File: config.mk
export PLATFORM = sky130hd
export DESIGN_NAME = twostage_wdog
export DESIGN_NICKNAME = d
export VERILOG_FILES = /design/src/rtl/twostage_wdog_pkg.sv /design/src/rtl/twostage_wdog_regs.sv /design/src/rtl/twostage_wdog_core.sv /design/src/rtl/twostage_wdog.sv
export SDC_FILE = /design/constraint.sdc
export NUM_CORES = 1
export LEC_CHECK = 0
export ABC_AREA = 1
export BUFFER_PORTS_ARGS = -buffer_cell sky130_fd_sc_hd__buf_2
export CAP_MARGIN = 15
export CORE_MARGIN = 2
export CORE_UTILIZATION = 47
export CTS_BUF_LIST = sky130_fd_sc_hd__clkbuf_8
export DETAILED_ROUTE_END_ITERATION = 8
export GPL_TIMING_DRIVEN = 0
export MAX_ROUTING_LAYER = met4
export PLACE_DENSITY_LB_ADDON = 0.25
export SLEW_MARGIN = 10
export SYNTH_ARGS = -nofsm -noshare
export SYNTH_HDL_FRONTEND = slang
export SYNTH_SLANG_ARGS = --single-unit
File: constraint.sdc
create_clock -name clk -period 2.4 [get_ports clk]
set_clock_uncertainty 0.15 [all_clocks]
set_input_delay 0.48 -clock clk [delete_from_list [all_inputs] [get_ports clk]]
set_output_delay 0.48 -clock clk [all_outputs]
set_load 0.05 [all_outputs]
File: src/rtl/twostage_wdog_pkg.sv
`timescale 1ns/1ps
package twostage_wdog_pkg;
  localparam int OffLoad  = 'h000;
  localparam int OffCount = 'h004;
  localparam int OffCtrl  = 'h008;
  localparam int OffClr   = 'h00C;
  localparam int OffRaw   = 'h010;
  localparam int OffMask  = 'h014;
  localparam int OffLock  = 'hC00;

  // strobes and levels from the register file to the counter datapath
  typedef struct packed {
    logic enable;
    logic rstEn;
    logic reloadStb;
    logic clearStb;
  } wdogCmd_t;
endpackage

File: src/rtl/twostage_wdog_regs.sv
`timescale 1ns/1ps
module twostage_wdog_regs
  import twostage_wdog_pkg::*;
#(
  parameter int DATA_W = 32,
  parameter int ADDR_W = 12,
  parameter logic [DATA_W-1:0] UNLOCK_KEY = 32'h1ACC_E551
) (
  input  logic              clk,
  input  logic              rstN,
  input  logic [ADDR_W-1:0] busAddr,
  input  logic              busWrEn,
  input  logic [DATA_W-1:0] busWrData,
  input  logic [DATA_W-1:0] cntVal,
  input  logic              rawPend,
  output wdogCmd_t          cmd,
  output logic [DATA_W-1:0] loadVal,
  output logic [DATA_W-1:0] busRdData,
  output logic              irqOut
);
  localparam logic [ADDR_W-1:0] AddrLoad  = ADDR_W'(OffLoad);
  localparam logic [ADDR_W-1:0] AddrCount = ADDR_W'(OffCount);
  localparam logic [ADDR_W-1:0] AddrCtrl  = ADDR_W'(OffCtrl);
  localparam logic [ADDR_W-1:0] AddrClr   = ADDR_W'(OffClr);
  localparam logic [ADDR_W-1:0] AddrRaw   = ADDR_W'(OffRaw);
  localparam logic [ADDR_W-1:0] AddrMask  = ADDR_W'(OffMask);
  localparam logic [ADDR_W-1:0] AddrLock  = ADDR_W'(OffLock);

  logic              locked;
  logic [DATA_W-1:0] loadReg;
  logic              enReg;
  logic              rstEnReg;
  logic              wrOpen;
  logic              hitLoad, hitCtrl, hitClr, hitLock;
  logic              maskedSt;

  assign wrOpen  = busWrEn && !locked;
  assign hitLoad = (busAddr == AddrLoad);
  assign hitCtrl = (busAddr == AddrCtrl);
  assign hitClr  = (busAddr == AddrClr);
  assign hitLock = (busAddr == AddrLock);

  always_ff @(posedge clk or negedge rstN) begin
    if (!rstN) begin
      locked   <= 1'b0;
      loadReg  <= '1;
      enReg    <= 1'b0;
      rstEnReg <= 1'b0;
    end else begin
      if (busWrEn && hitLock) locked <= (busWrData != UNLOCK_KEY);
      if (wrOpen && hitLoad) loadReg <= busWrData;
      if (wrOpen && hitCtrl) begin
        enReg    <= busWrData[0];
        rstEnReg <= busWrData[1];
      end
    end
  end

  always_comb begin
    cmd.enable    = enReg;
    cmd.rstEn     = rstEnReg;
    cmd.reloadStb = wrOpen && hitCtrl && busWrData[0];
    cmd.clearStb  = wrOpen && hitClr;
  end

  assign loadVal  = loadReg;
  assign maskedSt = rawPend & enReg;
  assign irqOut   = maskedSt;

  always_comb begin
    busRdData = '0;
    unique case (busAddr)
      AddrLoad:  busRdData = loadReg;
      AddrCount: busRdData = cntVal;
      AddrCtrl:  busRdData = {{(DATA_W-2){1'b0}}, rstEnReg, enReg};
      AddrRaw:   busRdData = {{(DATA_W-1){1'b0}}, rawPend};
      AddrMask:  busRdData = {{(DATA_W-1){1'b0}}, maskedSt};
      AddrLock:  busRdData = {{(DATA_W-1){1'b0}}, locked};
      default:   busRdData = '0;
    endcase
  end

  // a locked block keeps its reload value and control bits
  a_r3_locked_hold: assert property (@(posedge clk) disable iff (!rstN)
    (locked && busWrEn && !hitLock) |=> ($stable(loadReg) && $stable(enReg) && $stable(rstEnReg)));

  // no strobe reaches the datapath while locked
  a_r3_no_strobe: assert property (@(posedge clk) disable iff (!rstN)
    locked |-> (!cmd.reloadStb && !cmd.clearStb));

  // the key opens the block
  a_r2_key_unlocks: assert property (@(posedge clk) disable iff (!rstN)
    (busWrEn && hitLock && busWrData == UNLOCK_KEY) |=> !locked);

  // any other value closes it
  a_r2_other_locks: assert property (@(posedge clk) disable iff (!rstN)
    (busWrEn && hitLock && busWrData != UNLOCK_KEY) |=> locked);
endmodule

File: src/rtl/twostage_wdog_core.sv
`timescale 1ns/1ps
module twostage_wdog_core
  import twostage_wdog_pkg::*;
#(
  parameter int DATA_W = 32
) (
  input  logic              clk,
  input  logic              rstN,
  input  wdogCmd_t          cmd,
  input  logic [DATA_W-1:0] loadVal,
  output logic [DATA_W-1:0] cntVal,
  output logic              rawPend,
  output logic              rstReq
);
  logic anyStb;
  logic atZero;
  logic expire;

  assign anyStb = cmd.reloadStb || cmd.clearStb;
  assign atZero = (cntVal == '0);
  assign expire = cmd.enable && atZero && !anyStb;

  always_ff @(posedge clk or negedge rstN) begin
    if (!rstN) begin
      cntVal  <= '1;
      rawPend <= 1'b0;
      rstReq  <= 1'b0;
    end else begin
      if (cmd.clearStb) begin
        cntVal  <= loadVal;
        rawPend <= 1'b0;
      end else if (cmd.reloadStb) begin
        cntVal <= loadVal;
      end else if (expire) begin
        cntVal  <= loadVal;
        rawPend <= 1'b1;
        if (rawPend && cmd.rstEn) rstReq <= 1'b1;
      end else if (cmd.enable) begin
        cntVal <= cntVal - 1'b1;
      end
    end
  end

  // an expiry raises the raw interrupt and reloads the counter
  a_r6_expiry: assert property (@(posedge clk) disable iff (!rstN)
    expire |=> (rawPend && cntVal == $past(loadVal)));

  // the counter steps down by one while it runs
  a_r5_step: assert property (@(posedge clk) disable iff (!rstN)
    (cmd.enable && !atZero && !anyStb) |=> (cntVal == $past(cntVal) - 1'b1));

  // the counter holds while disabled
  a_r5_hold: assert property (@(posedge clk) disable iff (!rstN)
    (!cmd.enable && !anyStb) |=> $stable(cntVal));

  // the reset request is sticky
  a_r7_sticky: assert property (@(posedge clk) disable iff (!rstN)
    rstReq |=> rstReq);

  // the reset request needs a pending interrupt and reset enable
  a_r7_cause: assert property (@(posedge clk) disable iff (!rstN)
    $rose(rstReq) |-> $past(rawPend && cmd.rstEn));

  // a clear write drops the interrupt and reloads the counter
  a_r8_clear: assert property (@(posedge clk) disable iff (!rstN)
    cmd.clearStb |=> (!rawPend && cntVal == $past(loadVal)));
endmodule

File: src/rtl/twostage_wdog.sv
`timescale 1ns/1ps
module twostage_wdog
  import twostage_wdog_pkg::*;
#(
  parameter int DATA_W = 32,
  parameter int ADDR_W = 12,
  parameter logic [DATA_W-1:0] UNLOCK_KEY = 32'h1ACC_E551
) (
  input  logic              clk,
  input  logic              rstN,
  input  logic [ADDR_W-1:0] busAddr,
  input  logic              busWrEn,
  input  logic [DATA_W-1:0] busWrData,
  output logic [DATA_W-1:0] busRdData,
  output logic              irqOut,
  output logic              rstReqOut
);
  wdogCmd_t          cmd;
  logic [DATA_W-1:0] loadVal;
  logic [DATA_W-1:0] cntVal;
  logic              rawPend;

  twostage_wdog_regs #(
    .DATA_W(DATA_W), .ADDR_W(ADDR_W), .UNLOCK_KEY(UNLOCK_KEY)
  ) u_regs (
    .clk(clk), .rstN(rstN), .busAddr(busAddr), .busWrEn(busWrEn),
    .busWrData(busWrData), .cntVal(cntVal), .rawPend(rawPend),
    .cmd(cmd), .loadVal(loadVal), .busRdData(busRdData), .irqOut(irqOut)
  );

  twostage_wdog_core #(.DATA_W(DATA_W)) u_core (
    .clk(clk), .rstN(rstN), .cmd(cmd), .loadVal(loadVal),
    .cntVal(cntVal), .rawPend(rawPend), .rstReq(rstReqOut)
  );
endmodule

* Yosys cells after proc, flatten, opt, wreduce, memory -nomap -nowiden
Index checks and enable logic that the tools add are counted.
** Word-level totals
- Register bits after elaboration :: 69
- Input bits :: 47
** Cells by class
- Add/subtract/negate cells :: 1
- Equal/unequal tests :: 8
- Muxes and demuxes :: 8
- Bitwise logic cells :: 3
- Reductions and logical operators :: 18
** Operators with widths (count)
- $pmux 32 s6 :: 1
- $mux 32 :: 4
- $logic_not 32->1 :: 1
- $ne 32x29->1 const B :: 1
- $sub 32x1->32 const B :: 1
- $eq 12x4->1 const B :: 2
- $eq 12x5->1 const B :: 2
- $eq 12x12->1 const B :: 1
- $eq 12x3->1 const B :: 1
- $logic_not 12->1 :: 1
- $logic_and 1x1->1 :: 9
- $reduce_and 4->1 :: 1
- $reduce_bool 4->1 :: 1
- $mux 1 :: 3
- $logic_not 1->1 :: 2
- $ne 2x2->1 const B :: 1
- $not 1->1 :: 2
- $reduce_and 2->1 :: 1
- $reduce_bool 2->1 :: 1
- $and 1x1->1 :: 1
- $logic_or 1x1->1 :: 1

* Longest topological paths before layout
- Depth after elaboration :: 10
- Depth in mapped cells :: 12
- Gate-level depth less buffers :: 12

* By module
Synthesis repeated with hierarchy kept, for this count alone.
** Second synthesis, totals
- Cell total of the unflattened synthesis :: 787
- Area, all modules :: 5066.1 µm²
** By module, submodules not included
- twostage_wdog_core :: instances 1, cells each 461, area an instance 2854.0 µm², sequential area each 890.9 µm²
- twostage_wdog_regs :: instances 1, cells each 326, area an instance 2212.1 µm², sequential area each 915.9 µm²

* Worst setup path after synthesis
OpenSTA, ideal clock, no wires.
- Path type :: input port to output port
- Start point :: input port busAddr[9]
- End point :: output port busRdData[3]
- Arrival time :: 2.323 ns
- Required time :: 1.770 ns
- Path slack :: -0.553 ns
- Stages on the path :: 6
- Path buffers :: 1
- Path through :: nor2_1 nand2_1 nor2_4 nand3_1 clkbuf_1 o21ai_0
** Between the ends
- Cells in the longest elaborated chain, start to end :: 2
** RTL lines
- start: declaration :: RTL line twostage_wdog.sv:11 : input logic [ADDR_W-1:0] busAddr,
- $eq 12x12->1, or another cell as far along :: RTL line twostage_wdog_regs.sv:72 : unique case (busAddr)
- $pmux 32 s6 * :: RTL line twostage_wdog_regs.sv:72
- end: declaration :: RTL line twostage_wdog.sv:14 : output logic [DATA_W-1:0] busRdData,
Mark *: on every way between the ends. The rest lies on a longest branch, timed or not.

* Worst setup path in the final report
- Start point :: input port busAddr[9]
- End point :: output port busRdData[7]
Same word-level chain as after synthesis.

==> flow_summary.toml <==
[run_status]
status = "finished, final reports clean"

[placement]
dp_cells = 922
io_buffers = 80
routabilityCongestion = 0.946
dp.final_hpwl_um = 12400
place_ws_ns = -0.512

[die]
io_pins = 81
core_um2 = 9730
die_w_um = 104
die_h_um = 104
start_util_pct = 48.1
num_rows = 36
die_area_um2 = 10800

[global_routing]
grt_pass1_wl_um = 25600
grt_antenna_before_repair = 0
grt_max_degree = 46
grt_pass1_vias = 4971
grtUsageMet1_pct = 41.5
overflow = 0
grtUsageTotal_pct = 31.3
busiest_layer = "met2"
met2_usage_pct = 48.0
use_met3_pct = 4.66

[logic_synthesis]
synth_compound_area_share_pct = 10.6
synth_top_family_by_area = "simple AND/OR/NAND/NOR gates"
syn_nets = 756
synth_mux_area_share_pct = 0
yosysTopAreaCellShare_pct = 35.9
synth_fa_ha_area_share_pct = 0.267
synthTopCellsByArea = "dfstp_2 (36%), nand2_1 (18%), inv_1 (8.1%)"
ys_ff_latch = 69
synthSimpleGateAreaFrac_pct = 37.6
syn-mean-instance-area_um2 = 6.62
netlist_instances = 708
synthesis.area_um2 = 4680
synth-seq-area-share_pct = 38.6
ys_types = 30
synth_warnings = 0
synth_top_area_cell = "dfstp_2"
synthXorXnorAreaFrac_pct = 1.87

[final_layout]
area_growth_pct = 28.0
final_common_cell = "nand2_1"
drive_gt1_share_pct = 29.8
final_cell_mix = "nand2_1 (215), inv_1 (101), nor2_1 (84)"
nets = 855
final_cells = 945
diodes = 0

[timing]
finalMaxSlewViolations = 0
fmax_mhz = 423
worst_slew_pin_slew_ns = 0.560
period_needed_ns = 2.36
hold_viol = 0
relSlewSlack_pct = 62.7
fin_ws_ns = 0.0357
setup_viol = 0
fin_crit_sh_pct = 98.5

[worst_setup_path]
cp.arrival_ns = 1.73
reg2reg_depth = 11
start_kind = "input port"
required_ns = 1.77
critPathMaxFanout = 10
endpoint_kind = "output pin"
criticalPathCategory = "in -> out"

[cts]
cts_buffer_depth = 2
cts_sinks = 69
numCtsBuffers = 9
cts_hold_buf = 0
clkTransAtPathRegs_ns = 0.09
root_buffer = "clkbuf_8"
h-tree-depth = 3
clk_latency_ns = 0.37
tritoncts = "yes"

[detailed_routing]
drc_errors = 0
drt_iter0_drc = 595
drt.antenna.violating_nets = 0
wl_per_cell_um = 17.9
vias = 5210
drtPass1Iterations = 8
viasPerCell = 5.51
routed_wirelength_um = 16900

[power]
p_leak_uw = 0.00299
powerDensity_nw_per_um2 = 420
ir_drop_uv = 285

[flow_run]
max_cap_violations = 0

[min_path]
hp-class = "in -> async"
==> path summary, 6_finish.rpt <==
check                                 start            endpoint  slack [ns]
setup / recovery                 busAddr[9]        busRdData[7]        0.04
hold / removal                         rstN   u_core.cntVal[30]        0.18
setup reg to reg           u_core.cntVal[1]   u_core.cntVal[29]        0.13
hold reg to reg               u_core.rstReq       u_core.rstReq        0.32
max in group asynchronous              rstN   u_core.cntVal[31]        1.58
min in group clk              busWrData[18]  u_regs.loadVal[18]        0.20
==> final cells by class <==
type	instances	area [um^2]
Sequential cell	69	1810
Clock inverter	5	27.5
Fill cell	959	3730
Timing Repair Buffer	88	634
Buffer	23	219
Inverter	104	390
Tap cell	133	166
Clock buffer	11	151
Multi-Input combinational cell	512	2600
==> report_power, final <==
part           switching (uW)  internal, uW  total [uW]  leakage (uW)
clock network             482           423         904     0.0000939
registers                70.6          1260        1330      0.000729
logic                     180           106         287       0.00217
total                     733          1780        2520       0.00299
==> sequential cells by signal, summed over array words and instances (netlist names) <==
register / cells
u_core.cntVal: 32
u_core.rawPend: 1
u_core.rstReq: 1
u_regs.enReg: 1
u_regs.loadVal: 32
u_regs.locked: 1
u_regs.rstEnReg: 1
==> timing repair <==
| item | CTS | global route |
|---|---|---|
| buffers inserted | 4 | 0 |
| resized for setup | 82 | 35 |
| pin swaps | 3 | 4 |
| gates cloned | 0 | 3 |
| endpoints found under the setup margin | 38 | 46 |
==> kinds of logic after synthesis <==
| group | count (synthesis) |
|---|---|
| buf+inv | 127 |
| fa+ha+maj | 1 |
| xor+xnor | 10 |
| compound gates | 88 |
| simple gates | 413 |
| flops | 69 |
==> per-layer routing <==
metal / wire (um) / up-vias
li1: - / 2469
met1: 7100 / 2434
met2: 7770 / 264
met3: 1450 / 43
met4: 554 / 0
met5: 0 / -
==> Yosys cell counts (all sizes together) <==
| master | count |
|---|---|
| nor2 | 95 |
| dfrtp | 5 |
| xor2 | 9 |
| a21oi | 14 |
| ha | 1 |
| inv | 104 |
| o2111ai | 1 |
| nand4 | 17 |
| clkbuf | 9 |
| o21ai | 40 |
| o31ai | 2 |
| o21bai | 1 |
| xnor2 | 1 |
| nor3 | 6 |
| o221ai | 1 |
| and3 | 1 |
| dfstp | 64 |
| nand3 | 63 |
| buf | 14 |
| o22ai | 29 |
| nor4 | 7 |
| nand2 | 224 |
==> worst max-delay path, cell delays in order <==
cell and delay, ns:
buf_2 0.10, nor2_1 0.15, nand2_2 0.11, nor2_4 0.17, nand3_4 0.12, buf_6 0.19
o22ai_2 0.21, buf_6 0.19
==> per-stage QoR <==
stage / setup TNS [ns] / power, uW / cell area (um^2) / hold WS, ns / util [%]
finish: 0 / 2520 / 6000 / 0.179 / 61.6
global route: -0.125 / 2610 / 6000 / 0.202 / 61.6
CTS: -0.0961 / 2500 / 5820 / 0.192 / 59.8
detailed placement: -12.68 / 1600 / 5290 / 0.305 / 54.3
global placement: -11.70 / 1590 / 5260 / 0.298 / 54.0
floorplan: -7.95 / 1470 / 4690 / 0.0344 / -
Note: power is estimated with default switching activity, not from simulation.
